### config.mk
export PLATFORM = sky130hd
export DESIGN_NAME = adc_rd_seq
export DESIGN_NICKNAME = d
export VERILOG_FILES = /design/src/rtl/adc_seq_pkg.sv /design/src/rtl/adc_seq_sync.sv /design/src/rtl/adc_seq_timer.sv /design/src/rtl/adc_seq_assemble.sv /design/src/rtl/adc_rd_seq.sv
export SDC_FILE = /design/constraint.sdc
export NUM_CORES = 1
export LEC_CHECK = 0
export BUFFER_PORTS_ARGS = -buffer_cell sky130_fd_sc_hd__buf_4
export CELL_PAD_IN_SITES_DETAIL_PLACEMENT = 0
export CELL_PAD_IN_SITES_GLOBAL_PLACEMENT = 2
export CORE_ASPECT_RATIO = 1.2
export CORE_MARGIN = 3
export CORE_UTILIZATION = 34
export DETAILED_ROUTE_END_ITERATION = 8
export GPL_ROUTABILITY_DRIVEN = 0
export GPL_TIMING_DRIVEN = 0
export PLACE_DENSITY = 0.83
export SLEW_MARGIN = 20
export SYNTH_ARGS = -nofsm -noshare
export SYNTH_HDL_FRONTEND = slang
export SYNTH_SLANG_ARGS = --single-unit
### constraint.sdc
create_clock -name clk -period 2.8 [get_ports clk]
set_input_delay 0.14 -clock clk [delete_from_list [all_inputs] [get_ports clk]]
set_output_delay 0.14 -clock clk [all_outputs]
set_load 0.01 [all_outputs]
### src/rtl/adc_seq_pkg.sv
package adc_seq_pkg;

  typedef enum logic [3:0] {
    S_IDLE, S_WAKE_P, S_WAKE_W, S_CNV, S_WAIT_R,
    S_WAIT_F, S_RD_HI, S_GAP, S_RD_LO, S_GUARD
  } seq_state_t;

  // ceil(ns * hz / 1e9), at least one cycle
  function automatic int unsigned ns_to_cyc(input longint unsigned ns,
                                            input longint unsigned hz);
    longint unsigned c;
    c = (ns * hz + 64'd999_999_999) / 64'd1_000_000_000;
    if (c == 0) c = 1;
    return 32'(c);
  endfunction

  function automatic int unsigned max2(input int unsigned a, input int unsigned b);
    return (a > b) ? a : b;
  endfunction

endpackage

### src/rtl/adc_seq_sync.sv
module adc_seq_sync #(
  parameter int unsigned STAGES = 2
) (
  input  logic clk,
  input  logic rst_n,
  input  logic d,
  output logic q
);
  logic [STAGES-1:0] sh;

  generate
    if (STAGES == 1) begin : g_one
      always_ff @(posedge clk or negedge rst_n)
        if (!rst_n) sh <= '0;
        else        sh <= d;
    end else begin : g_chain
      always_ff @(posedge clk or negedge rst_n)
        if (!rst_n) sh <= '0;
        else        sh <= {sh[STAGES-2:0], d};
    end
  endgenerate

  assign q = sh[STAGES-1];
endmodule

### src/rtl/adc_seq_timer.sv
module adc_seq_timer #(
  parameter int unsigned W = 9
) (
  input  logic         clk,
  input  logic         rst_n,
  input  logic         load,
  input  logic [W-1:0] load_val,
  output logic         expired
);
  logic [W-1:0] cnt;

  always_ff @(posedge clk or negedge rst_n)
    if (!rst_n)          cnt <= '0;
    else if (load)       cnt <= load_val;
    else if (cnt != '0)  cnt <= cnt - 1'b1;

  assign expired = (cnt == '0);
endmodule

### src/rtl/adc_seq_assemble.sv
module adc_seq_assemble #(
  parameter int unsigned BUS_W = 8,
  parameter int unsigned RES_W = 10
) (
  input  logic             clk,
  input  logic             rst_n,
  input  logic             hi_cap,
  input  logic             lo_cap,
  input  logic [BUS_W-1:0] db,
  output logic [RES_W-1:0] result,
  output logic             valid
);
  logic [BUS_W-1:0] hi_q;

  always_ff @(posedge clk or negedge rst_n)
    if (!rst_n)      hi_q <= '0;
    else if (hi_cap) hi_q <= db;

  generate
    if (RES_W > BUS_W) begin : g_split
      always_ff @(posedge clk or negedge rst_n)
        if (!rst_n)      result <= '0;
        else if (lo_cap) result <= {hi_q[RES_W-BUS_W-1:0], db};
    end else begin : g_low_only
      always_ff @(posedge clk or negedge rst_n)
        if (!rst_n)      result <= '0;
        else if (lo_cap) result <= db[RES_W-1:0];
    end
  endgenerate

  always_ff @(posedge clk or negedge rst_n)
    if (!rst_n) valid <= 1'b0;
    else        valid <= lo_cap;
endmodule

### src/rtl/adc_rd_seq.sv
module adc_rd_seq
  import adc_seq_pkg::*;
#(
  parameter int unsigned CLK_HZ      = 125_000_000,
  parameter int unsigned BUS_W       = 8,
  parameter int unsigned RES_W       = 10,
  parameter int unsigned PULSE_NS    = 20,
  parameter int unsigned RISE_NS     = 30,
  parameter int unsigned CONV_NS     = 2300,
  parameter int unsigned WAKE_NS     = 1500,
  parameter int unsigned ACCESS_NS   = 10,
  parameter int unsigned GAP_NS      = 10,
  parameter int unsigned GUARD_NS    = 50,
  parameter int unsigned FALL_MARGIN = 16,
  parameter int unsigned SYNC_STAGES = 2
) (
  input  logic             clk,
  input  logic             rst_n,
  input  logic             start,
  input  logic             wake_en,
  input  logic             adc_busy,
  input  logic [BUS_W-1:0] adc_db,
  output logic             adc_cnv_n,
  output logic             adc_cs_n,
  output logic             adc_rd_n,
  output logic [RES_W-1:0] result,
  output logic             result_valid,
  output logic             timeout_err
);
  localparam int unsigned PULSE_CYC = ns_to_cyc(64'(PULSE_NS), 64'(CLK_HZ));
  localparam int unsigned RISE_LIM  = ns_to_cyc(64'(RISE_NS), 64'(CLK_HZ)) + SYNC_STAGES + 1;
  localparam int unsigned FALL_LIM  = ns_to_cyc(64'(CONV_NS), 64'(CLK_HZ)) + FALL_MARGIN + SYNC_STAGES;
  localparam int unsigned WAKE_CYC  = ns_to_cyc(64'(WAKE_NS), 64'(CLK_HZ));
  localparam int unsigned ACC_CYC   = ns_to_cyc(64'(ACCESS_NS), 64'(CLK_HZ));
  localparam int unsigned GAP_CYC   = ns_to_cyc(64'(GAP_NS), 64'(CLK_HZ));
  localparam int unsigned GUARD_CYC = ns_to_cyc(64'(GUARD_NS), 64'(CLK_HZ));
  localparam int unsigned MAX_CYC   = max2(max2(max2(PULSE_CYC, RISE_LIM), max2(FALL_LIM, WAKE_CYC)),
                                           max2(max2(ACC_CYC, GAP_CYC), GUARD_CYC));
  localparam int unsigned TW        = $clog2(MAX_CYC + 1);

  seq_state_t     st, nxt;
  logic           busy_s;
  logic           tmr_load, tmr_exp;
  logic [TW-1:0]  tmr_val;
  logic           to_err;
  logic           err_q;

  // named internal events
  logic hi_cap, lo_cap;

  adc_seq_sync #(.STAGES(SYNC_STAGES)) u_sync (
    .clk(clk), .rst_n(rst_n), .d(adc_busy), .q(busy_s)
  );

  adc_seq_timer #(.W(TW)) u_tmr (
    .clk(clk), .rst_n(rst_n), .load(tmr_load), .load_val(tmr_val), .expired(tmr_exp)
  );

  always_comb begin
    nxt      = st;
    tmr_load = 1'b0;
    tmr_val  = '0;
    to_err   = 1'b0;
    unique case (st)
      S_IDLE:   if (start) begin
                  tmr_load = 1'b1; tmr_val = TW'(PULSE_CYC - 1);
                  nxt = wake_en ? S_WAKE_P : S_CNV;
                end
      S_WAKE_P: if (tmr_exp) begin
                  tmr_load = 1'b1; tmr_val = TW'(WAKE_CYC - 1); nxt = S_WAKE_W;
                end
      S_WAKE_W: if (tmr_exp) begin
                  tmr_load = 1'b1; tmr_val = TW'(PULSE_CYC - 1); nxt = S_CNV;
                end
      S_CNV:    if (tmr_exp) begin
                  tmr_load = 1'b1; tmr_val = TW'(RISE_LIM - 1); nxt = S_WAIT_R;
                end
      S_WAIT_R: if (busy_s) begin
                  tmr_load = 1'b1; tmr_val = TW'(FALL_LIM - 1); nxt = S_WAIT_F;
                end else if (tmr_exp) begin
                  to_err = 1'b1; nxt = S_IDLE;
                end
      S_WAIT_F: if (!busy_s) begin
                  tmr_load = 1'b1; tmr_val = TW'(ACC_CYC - 1); nxt = S_RD_HI;
                end else if (tmr_exp) begin
                  to_err = 1'b1; nxt = S_IDLE;
                end
      S_RD_HI:  if (tmr_exp) begin
                  tmr_load = 1'b1; tmr_val = TW'(GAP_CYC - 1); nxt = S_GAP;
                end
      S_GAP:    if (tmr_exp) begin
                  tmr_load = 1'b1; tmr_val = TW'(ACC_CYC - 1); nxt = S_RD_LO;
                end
      S_RD_LO:  if (tmr_exp) begin
                  tmr_load = 1'b1; tmr_val = TW'(GUARD_CYC - 1); nxt = S_GUARD;
                end
      S_GUARD:  if (tmr_exp) nxt = S_IDLE;
      default:  nxt = S_IDLE;
    endcase
  end

  always_ff @(posedge clk or negedge rst_n)
    if (!rst_n) begin
      st    <= S_IDLE;
      err_q <= 1'b0;
    end else begin
      st    <= nxt;
      err_q <= to_err;
    end

  assign hi_cap = (st == S_RD_HI) && tmr_exp;
  assign lo_cap = (st == S_RD_LO) && tmr_exp;

  adc_seq_assemble #(.BUS_W(BUS_W), .RES_W(RES_W)) u_asm (
    .clk(clk), .rst_n(rst_n), .hi_cap(hi_cap), .lo_cap(lo_cap),
    .db(adc_db), .result(result), .valid(result_valid)
  );

  assign adc_cnv_n   = !((st == S_CNV) || (st == S_WAKE_P));
  assign adc_rd_n    = !((st == S_RD_HI) || (st == S_RD_LO));
  assign adc_cs_n    = !((st == S_RD_HI) || (st == S_GAP) || (st == S_RD_LO));
  assign timeout_err = err_q;
endmodule

==> impl_metrics.py, run 1 <==
metrics = {
    "power_and_ir_drop": {
        "internal-power_mw": 1.09,
        "p_switching_uw": 732,
        "sequentialPowerShare": 0.346,
        "irDropWorstVdd_uv": 371,
        "p_sw_frac": 0.402,
        "power_leakage_nw": 0.867,
        "power_density_mw_per_mm2": 938,
        "combinationalPowerShare": 0.465,
        "p_clk_frac": 0.188,
    },
    "global_route": {
        "antenna_found_initial": 0,
        "grt_max_degree": 30,
        "track_usage": 0.159,
        "grt_first_pass_wirelength_um": 6440,
        "grt_pass1_vias": 1315,
        "grt_overflow": 0,
    },
    "worst_hold_path": {
        "min_to": "u_asm.result[6]",
        "hold_path_class": "input pin to flop",
        "hold_start": "adc_db[6]",
        "hold_path_depth": 2,
    },
    "flow_run": {
        "cap_viol_max_count": 0,
    },
    "timing": {
        "setup_viol": 0,
        "worstMarginPinSlew_ns": 0.766,
        "rsz0062_at_grt": "false",
        "setup_ws_ns": 0.337,
        "fmax_mhz": 406,
        "timing.final.crit_share": 0.880,
        "hold_viol_final": 0,
        "min_period_ns": 2.46,
        "slew_headroom": 0.485,
        "final.setup.tns_ns": 0,
        "fin_worst_skew_ns": 0.00718,
        "slew_violations": 0,
    },
    "clocking": {
        "clockBufferDepth": 2,
        "cts.sinks": 29,
        "cts_resized": 0,
        "h-tree-depth": 2,
        "insertion_delay_ns": 0.28,
        "cts_root_buffer": "clkbuf_8",
        "tritoncts": "yes",
        "clk_transition_reported_paths_ns": 0.06,
        "cts_buffers": 5,
    },
    "setup_path": {
        "r2r_start": "u_tmr.cnt[0]",
        "r2r-end": "u_asm.result[1]",
        "r2r_cells": 6,
        "cp.arrival_ns": 2.62,
        "path_class": "flop to flop",
        "cp-start-kind": "flop",
        "slowest_delay_ns": 0.47,
        "r2r_setup_slack_ns": 0.34,
        "crit_required_ns": 2.95,
        "cp_top_family": "simple AND/OR/NAND/NOR gates",
        "cp_cell_sequence": "inv_1 > ha_1 > nor3b_1 > nand3_1 > nor2_2 > mux2_2",
        "slowest_stage": "nor2_2",
        "cp-end-kind": "flop",
        "cp_max_fo": 10,
        "cp_num_buf_inv": 1,
    },
    "placement": {
        "io_buffers": 27,
        "placed_cell_area_mm2": 0.00184,
        "dp.cells": 235,
        "hpwlAfterDp_um": 2820,
        "preCtsSetupSlack_ns": 0.336,
    },
    "final_layout": {
        "diodes": 0,
        "multiInputGateArea_um2": 791,
        "final_layout_size_suffix_gt1_frac": 0.287,
        "final_cell_mix": "dfrtp_1 (29), buf_4 (27), nor2_1 (14), mux2_2 (14)",
        "nFillCells": 432,
        "nets": 203,
        "post-route-util": 0.445,
        "regArea_um2": 726,
        "stdcell_area_mm2": 0.00194,
        "syn2layout_area_growth_pct": 24.3,
        "final_cells": 244,
        "final_common_cell": "dfrtp_1",
    },
    "die": {
        "ios": 28,
        "dieArea_mm2": 0.00545,
        "core_area_mm2": 0.00436,
        "die_h_um": 80.3,
        "rows": 26,
        "fp.dieW_um": 67.9,
        "initial_core_util": 0.358,
    },
    "detailed_routing": {
        "antenna_left": 0,
        "vias": 1309,
        "via_per_inst": 5.36,
        "wl_um": 3830,
        "drc": 0,
        "drt_first_pass_iters": 4,
        "drt_iter0_drc": 41,
        "avgRoutedWirePerCell_um": 15.7,
    },
    "logic_synthesis": {
        "synth_top_area_share": 0.464,
        "netlist_area_mm2": 0.00156,
        "ys_seq_area_frac": 0.464,
        "synth_area_per_cell_um2": 10.3,
        "yosysWarnings": 0,
        "ys_types": 42,
        "netlist_instances": 152,
        "synthFlopType": "dfrtp_1",
        "synth_area_leaders": "dfrtp_1 (46%), mux2_2 (10%), nor2_1 (3.4%)",
        "synth_top_area_cell": "dfrtp_1",
        "ys_ff_latch": 29,
        "synth-edff-count": 0,
        "syn-num-nets": 167,
        "async_flop_share": 1.00,
    },
    "outcome": {
        "status": "complete, no violations",
    },
}
==> power groups by stage <==
stage	sequential, mW	clock [mW]	combinational (mW)
after global placement	0.629	0	0.822
final	0.631	0.343	0.847
after global routing	0.645	0.370	0.950
after detailed placement	0.636	0	0.842
after floorplan	0.603	0	0.633
after CTS	0.629	0.351	0.851
==> worst max-delay path by stage <==
stage	from	slack, ns	endpoint	cells after the start
finish	u_tmr.cnt[0]	0.34	u_asm.result[1]	6
detailed placement	u_tmr.cnt[0]	0.34	u_asm.result[1]	6
global route	u_tmr.cnt[0]	0.16	u_asm.result[8]	6
CTS	u_tmr.cnt[0]	0.35	u_asm.result[1]	6
floorplan	u_tmr.cnt[0]	0.85	u_asm.result[0]	6
global placement	u_tmr.cnt[1]	0.42	u_asm.result[9]	6
==> registers in the layout (all words and copies together) (netlist names) <==
| register | count |
|---|---|
| st | 4 |
| timeout_err | 1 |
| u_asm.hi_q | 2 |
| u_asm.result | 10 |
| u_asm.valid | 1 |
| u_sync.sh | 2 |
| u_tmr.cnt | 9 |
==> kinds of logic after synthesis <==
kind of cell	count (synthesis)	synth area share
adders and majority gates	2	0.0160
xor gates and xnor gates	6	0.0336
DFF	29	0.464
and+or+nand+nor	53	0.188
buffers and inverters	12	0.0296
AOI/OAI and AO/OA	32	0.142
muxes	18	0.127
==> per-layer routing <==
metal	GRT usage	up-vias	routed length [um]
met2	0.262	40	1920
li1	-	621	-
met4	0.0517	0	56
met3	0.0490	7	215
met1	0.194	641	1640
met5	0	-	0
==> area by class of cell <==
class	instances	area share
well taps	56	0.0361
multi-input cells	111	0.407
flip-flops and latches	29	0.374
repair buffers	29	0.115
inverters	4	0.00773
clock buffers	7	0.0445
plain buffers	8	0.0161
==> through the flow <==
stage          hold slack, ns  power, mW
2_1_floorplan          -0.156       1.24
3_3_place_gp           0.0839       1.45
3_5_place_dp           0.0869       1.48
4_1_cts                0.0895       1.83
5_1_grt                0.0884       1.96
6_report               0.0950       1.82
==> what timing repair did <==
action / in CTS / in global routing
setup endpoints to repair: 0 / 0
hold buffers: 2 / 0
buffers inserted: 0 / 0
endpoints found under the hold margin: 30 / 0
==> synthesized netlist by cell type (2+ instances only) <==
| cell | instances |
|---|---|
| nand2_1 | 5 |
| nor4_1 | 5 |
| o31ai_1 | 2 |
| nor4b_1 | 2 |
| clkbuf_1 | 7 |
| nor2_1 | 14 |
| a21boi_0 | 2 |
| mux2_2 | 14 |
| nand3_1 | 4 |
| mux2i_1 | 4 |
| xor2_1 | 2 |
| o21a_1 | 2 |
| o21ai_0 | 8 |
| o32ai_1 | 2 |
| nor3_1 | 6 |
| a21o_1 | 2 |
| a22oi_1 | 2 |
| nand3b_1 | 2 |
| nand2b_1 | 6 |
| dfrtp_1 | 29 |
| ha_1 | 2 |
| nor3b_1 | 2 |
| a21oi_1 | 3 |
| inv_1 | 4 |
| xnor2_1 | 4 |
Note: power is estimated with default switching activity, not from simulation.
==> run 2: changes to the inputs <==
PLACE_DENSITY = unset   (was 0.83)
PLACE_DENSITY_LB_ADDON = 0.25   (was unset)
==> run 2 against run 1 <==
Worst setup slack better by 0.087 ns. Non-clock buffer count stayed put. Final cell count increased by 0.41%. Final area up 1.5%. Critical path depth is the same. Highest routed layer unchanged. Sequential share of layout area fell by 0.55 points. Core utilization grew 0.66 points. Global-route usage up 0.15 points. First-iteration DRC count increased by 95%. Sequential power hardly changed. Hold slack worse by 0.011 ns. Sequential cell count is the same.
==> impl_metrics.py, run 2 (same netlist as run 1, synthesis figures left out) <==
metrics = {
    "outcome": {
        "status": "complete, no violations",
    },
    "clocking": {
        "clockBufferDepth": 2,
        "clk_transition_reported_paths_ns": 0.07,
        "cts_buffers": 5,
        "insertion_delay_ns": 0.28,
        "postCtsSetupBuffers": 0,
        "cts_resized": 0,
        "h-tree-depth": 2,
        "cts_root_buffer": "clkbuf_8",
        "tritoncts": "yes",
        "cts.sinks": 29,
    },
    "global_route": {
        "track_usage": 0.160,
        "antenna_found_initial": 0,
        "grt_max_degree": 30,
        "grt_overflow": 0,
        "grt_first_pass_wirelength_um": 6620,
        "grt_pass1_vias": 1364,
    },
    "final_layout": {
        "nets": 203,
        "final_cell_mix": "dfrtp_1 (29), buf_4 (27), nor2_1 (14), mux2_2 (14), o21ai_0 (8)",
        "diodes": 0,
        "top_register": "u_asm.result",
        "final_common_cell": "dfrtp_1",
        "post-route-util": 0.452,
        "largest_register_ff_count": 10,
        "reg_top3": "u_asm.result: 10 flops, u_tmr.cnt: 9 flops, st: 4 flops",
        "final_layout_size_suffix_gt1_frac": 0.296,
        "syn2layout_area_growth_pct": 26.1,
        "stdcell_area_mm2": 0.00197,
    },
    "detailed_routing": {
        "drt_iter0_drc": 80,
        "drc": 0,
        "wl_um": 3770,
        "antenna_left": 0,
        "via_per_inst": 5.34,
        "vias": 1308,
        "avgRoutedWirePerCell_um": 15.4,
        "drt_first_pass_iters": 4,
    },
    "setup_path": {
        "slowest_stage": "nor2_2",
        "cp_max_fo": 10,
        "cp-end-kind": "flop",
        "cp_cell_sequence": "inv_1 > ha_1 > nor3b_1 > nand3_1 > nor2_2 > mux2_2",
        "slowest_delay_ns": 0.48,
        "cp-start-kind": "flop",
        "crit_required_ns": 2.97,
        "path_class": "flop to flop",
        "cp.arrival_ns": 2.54,
    },
    "placement": {
        "hpwlAfterDp_um": 2800,
        "io_buffers": 27,
        "placed_cell_area_mm2": 0.00184,
    },
    "timing": {
        "hold_viol_final": 0,
        "setup_viol": 0,
        "timing.final.crit_share": 0.849,
        "min_period_ns": 2.38,
        "fmax_mhz": 421,
        "fin_worst_skew_ns": 0.00425,
        "hold_slack_ns": 0.0843,
        "slew_violations": 0,
        "worstMarginPinSlew_ns": 0.751,
        "slew_headroom": 0.495,
        "final.setup.tns_ns": 0,
        "rsz0062_at_grt": "false",
    },
    "die": {
        "dieArea_mm2": 0.00545,
        "fp.dieW_um": 67.9,
        "die_h_um": 80.3,
        "core_area_mm2": 0.00436,
        "initial_core_util": 0.358,
        "ios": 28,
        "rows": 26,
    },
    "worst_hold_path": {
        "hold_path_class": "input pin to flop",
    },
    "flow_run": {
        "cap_viol_max_count": 0,
    },
    "power_and_ir_drop": {
        "power_leakage_nw": 0.877,
        "irDropWorstVdd_uv": 540,
        "power_density_mw_per_mm2": 970,
    },
}
run 2: cell type report:
| class | instances | area, um^2 |
|---|---|---|
| plain buffers | 8 | 31.3 |
| clock buffers | 5 | 68.8 |
| clock inverters | 3 | 46.3 |
| fillers | 432 | 2390 |
| inverters | 4 | 15.0 |
| multi-input cells | 111 | 791 |
| flip-flops and latches | 29 | 726 |
| well taps | 56 | 70.1 |
| repair buffers | 29 | 223 |
run 2: metrics by stage:
stage | power [mW] | setup slack (ns) | cells
after detailed placement | 1.47 | 0.414 | 235
after global placement | 1.46 | 0.447 | 235
final | 1.91 | 0.424 | 245
after CTS | 1.92 | 0.399 | 245
after global routing | 2.06 | 0.205 | 245
after floorplan | 1.24 | 0.853 | 152
run 2: where the power goes:
group | switching, mW | internal, mW | total (mW)
Sequential | 0.107 | 0.521 | 0.628
Clock | 0.173 | 0.266 | 0.439
Combinational | 0.472 | 0.373 | 0.845
run 2: path summary, 6_finish.rpt:
check                             startpoint              end  slack, ns  cells after the start
worst min register to register  u_sync.sh[0]     u_sync.sh[1]       0.37                      0
worst max register to register  u_tmr.cnt[1]  u_asm.result[1]       0.42                      6
worst max-delay path            u_tmr.cnt[1]  u_asm.result[1]       0.42                      6
max in group asynchronous              rst_n            st[3]       2.20                      2
worst min-delay path               adc_db[3]  u_asm.result[3]       0.08                      2
min in group asynchronous              rst_n     u_tmr.cnt[3]       0.31                      2
run 2: worst max-delay path: cells and delay by family (launching register included):
kind / cells / cell delay, ns
AND/OR/NAND/NOR: 3 / 1.12
flip-flops: 1 / 0.42
buffers and inverters: 1 / 0.11
adder cells (fa/ha/maj): 1 / 0.21
multiplexers: 1 / 0.40
run 2: what timing repair did:
action,CTS,global route
endpoints found under the setup margin,0,0
endpoints found under the hold margin,30,0
hold buffers,2,0
run 2: per-layer routing:
layer | vias to the layer above | routed length (um) | track usage
met4 | 0 | 57 | 0.0537
met1 | 646 | 1600 | 0.198
met2 | 33 | 1900 | 0.256
met5 | - | 0 | 0
met3 | 5 | 217 | 0.0559
li1 | 624 | - | -
==> run 3: changes to the inputs <==
clock period = 2.3 ns   (was 2.8 ns; I/O delays follow)
==> run 3 against run 2 <==
Critical path depth is 2 lower. Via count is 2.1% higher. First-iteration DRC count is 1.3% higher. Sequential share of layout area is 0.73 points lower. Count of clock-buffer cells in the layout stayed put. Critical endpoint is now st[1].
==> impl_metrics.py, run 3 (same netlist as run 1, synthesis figures left out) <==
metrics = {
    "final_layout": {
        "syn2layout_area_growth_pct": 28.7,
        "final_cell_mix": "dfrtp_1 (29), buf_4 (27), nor2_1 (14), mux2_2 (14), o21ai_0 (8)",
        "nets": 204,
        "largest_register_ff_count": 10,
        "regArea_um2": 726,
        "final_common_cell": "dfrtp_1",
        "final_cells": 246,
        "nFillCells": 430,
        "multiInputGateArea_um2": 811,
        "reg_top3": "u_asm.result: 10 flops, u_tmr.cnt: 9 flops, st: 4 flops",
        "top_register": "u_asm.result",
        "diodes": 0,
        "final_layout_size_suffix_gt1_frac": 0.316,
    },
    "clocking": {
        "insertion_delay_ns": 0.28,
        "cts.sinks": 29,
        "cts_buffers": 5,
        "clk_transition_reported_paths_ns": 0.07,
        "h-tree-depth": 2,
        "cts_root_buffer": "clkbuf_8",
        "tritoncts": "yes",
        "clockBufferDepth": 2,
    },
    "timing": {
        "timing.final.crit_share": 0.942,
        "setup_ws_ns": 0.133,
        "hold_slack_ns": 0.0633,
        "slew_violations": 0,
        "rsz0062_at_grt": "false",
        "min_period_ns": 2.17,
        "worstMarginPinSlew_ns": 0.639,
        "final.setup.tns_ns": 0,
        "fin_worst_skew_ns": 0.00448,
        "setup_viol": 0,
        "slew_headroom": 0.570,
        "hold_viol_final": 0,
        "fmax_mhz": 462,
    },
    "power_and_ir_drop": {
        "p_sw_frac": 0.395,
        "sequentialPowerShare": 0.327,
        "irDropWorstVdd_uv": 661,
        "power_mw": 2.34,
        "power_leakage_nw": 0.892,
        "p_switching_uw": 926,
        "combinationalPowerShare": 0.447,
        "p_clk_frac": 0.227,
        "internal-power_mw": 1.42,
        "power_density_mw_per_mm2": 1170,
    },
    "flow_run": {
        "cap_viol_max_count": 0,
    },
    "detailed_routing": {
        "drt_first_pass_iters": 4,
        "wl_um": 3820,
        "via_per_inst": 5.43,
        "drc": 0,
        "drt_iter0_drc": 81,
        "avgRoutedWirePerCell_um": 15.5,
        "vias": 1335,
        "antenna_left": 0,
    },
    "setup_path": {
        "cp_max_fo": 5,
        "cp-start-kind": "flop",
        "path_class": "flop to flop",
        "cp-end-kind": "flop",
        "r2r_cells": 4,
        "cp.arrival_ns": 2.33,
        "crit_required_ns": 2.46,
    },
    "outcome": {
        "status": "complete, no violations",
    },
    "global_route": {
        "grt_pass1_vias": 1364,
        "antenna_found_initial": 0,
        "grt_first_pass_wirelength_um": 6620,
        "track_usage": 0.160,
        "grt_max_degree": 30,
        "grt_overflow": 0,
    },
    "die": {
        "dieArea_mm2": 0.00545,
        "core_area_mm2": 0.00436,
        "rows": 26,
        "ios": 28,
        "fp.dieW_um": 67.9,
        "die_h_um": 80.3,
        "initial_core_util": 0.358,
    },
    "placement": {
        "io_buffers": 27,
        "hpwlAfterDp_um": 2800,
        "dp.cells": 235,
        "preCtsSetupSlack_ns": -0.0860,
    },
    "worst_hold_path": {
        "hold_path_class": "input pin to flop",
        "hold_path_depth": 2,
    },
}
==> run 3: changes by cell type in the layout (fill, tap and decap cells not counted) <==
| cell | previous run | this run |
|---|---|---|
| nor3b_1 | 2 | 1 |
| nor3b_2 | 0 | 1 |
| nor3_1 | 6 | 5 |
| nor2_2 | 1 | 0 |
| nor3_2 | 0 | 1 |
| buf_12 | 0 | 1 |
| o31ai_2 | 0 | 1 |
| o31ai_1 | 2 | 1 |
| nor2_4 | 0 | 1 |
==> run 3: path summary, 6_finish.rpt <==
path	startpoint	end	slack, ns
worst max-delay path	u_tmr.cnt[2]	st[1]	0.13
worst min register to register	u_sync.sh[0]	u_sync.sh[1]	0.37
min in group asynchronous	rst_n	u_tmr.cnt[3]	0.30
max in group asynchronous	rst_n	st[1]	1.73
worst min-delay path	adc_db[3]	u_asm.result[3]	0.06
worst max register to register	u_tmr.cnt[2]	st[1]	0.13
==> run 3: area by class of cell <==
type                            count  share of cell area
Buffer                              8              0.0156
Clock buffer                        5              0.0342
Clock inverter                      3              0.0230
Inverter                            4             0.00747
Multi-Input combinational cell    111               0.403
Sequential cell                    29               0.361
Tap cell                           56              0.0348
Timing Repair Buffer               30               0.121
==> run 3: routing by layer <==
| metal | GRT usage | part of all wire | vias up |
|---|---|---|---|
| li1 | - | - | 632 |
| met1 | 0.198 | 0.40 | 650 |
| met2 | 0.256 | 0.53 | 51 |
| met3 | 0.0559 | 0.069 | 2 |
| met4 | 0.0537 | 0.0063 | 0 |
| met5 | 0 | 0 | - |
==> run 3: timing repair <==
item	in CTS	in global routing
hold endpoints to repair	30	0
hold buffers	2	0
pin swaps	0	1
setup buffers	0	1
endpoints found under the setup margin	10	13
resized for setup	1	3
==> run 3: metrics by stage <==
step | util | area (um^2)
3_3_place_gp | 0.421 | 1840
4_1_cts | 0.453 | 1980
6_report | 0.461 | 2010
5_1_grt | 0.461 | 2010
3_5_place_dp | 0.421 | 1840
2_1_floorplan | - | 1560
==> run 3: worst max-delay path, cell delays in order (launching register included) <==
cell and delay [ns]:
dfrtp_1 0.43, or4_4 0.59, nor3_1 0.57, a21oi_1 0.16
mux2_2 0.31
==> run 3: power groups by stage <==
stage | Sequential (mW) | Combinational, mW | Clock [mW]
global route | 0.786 | 1.17 | 0.574
finish | 0.766 | 1.05 | 0.532
CTS | 0.760 | 1.03 | 0.549
detailed placement | 0.771 | 1.02 | 0
global placement | 0.763 | 1.01 | 0
floorplan | 0.734 | 0.771 | 0
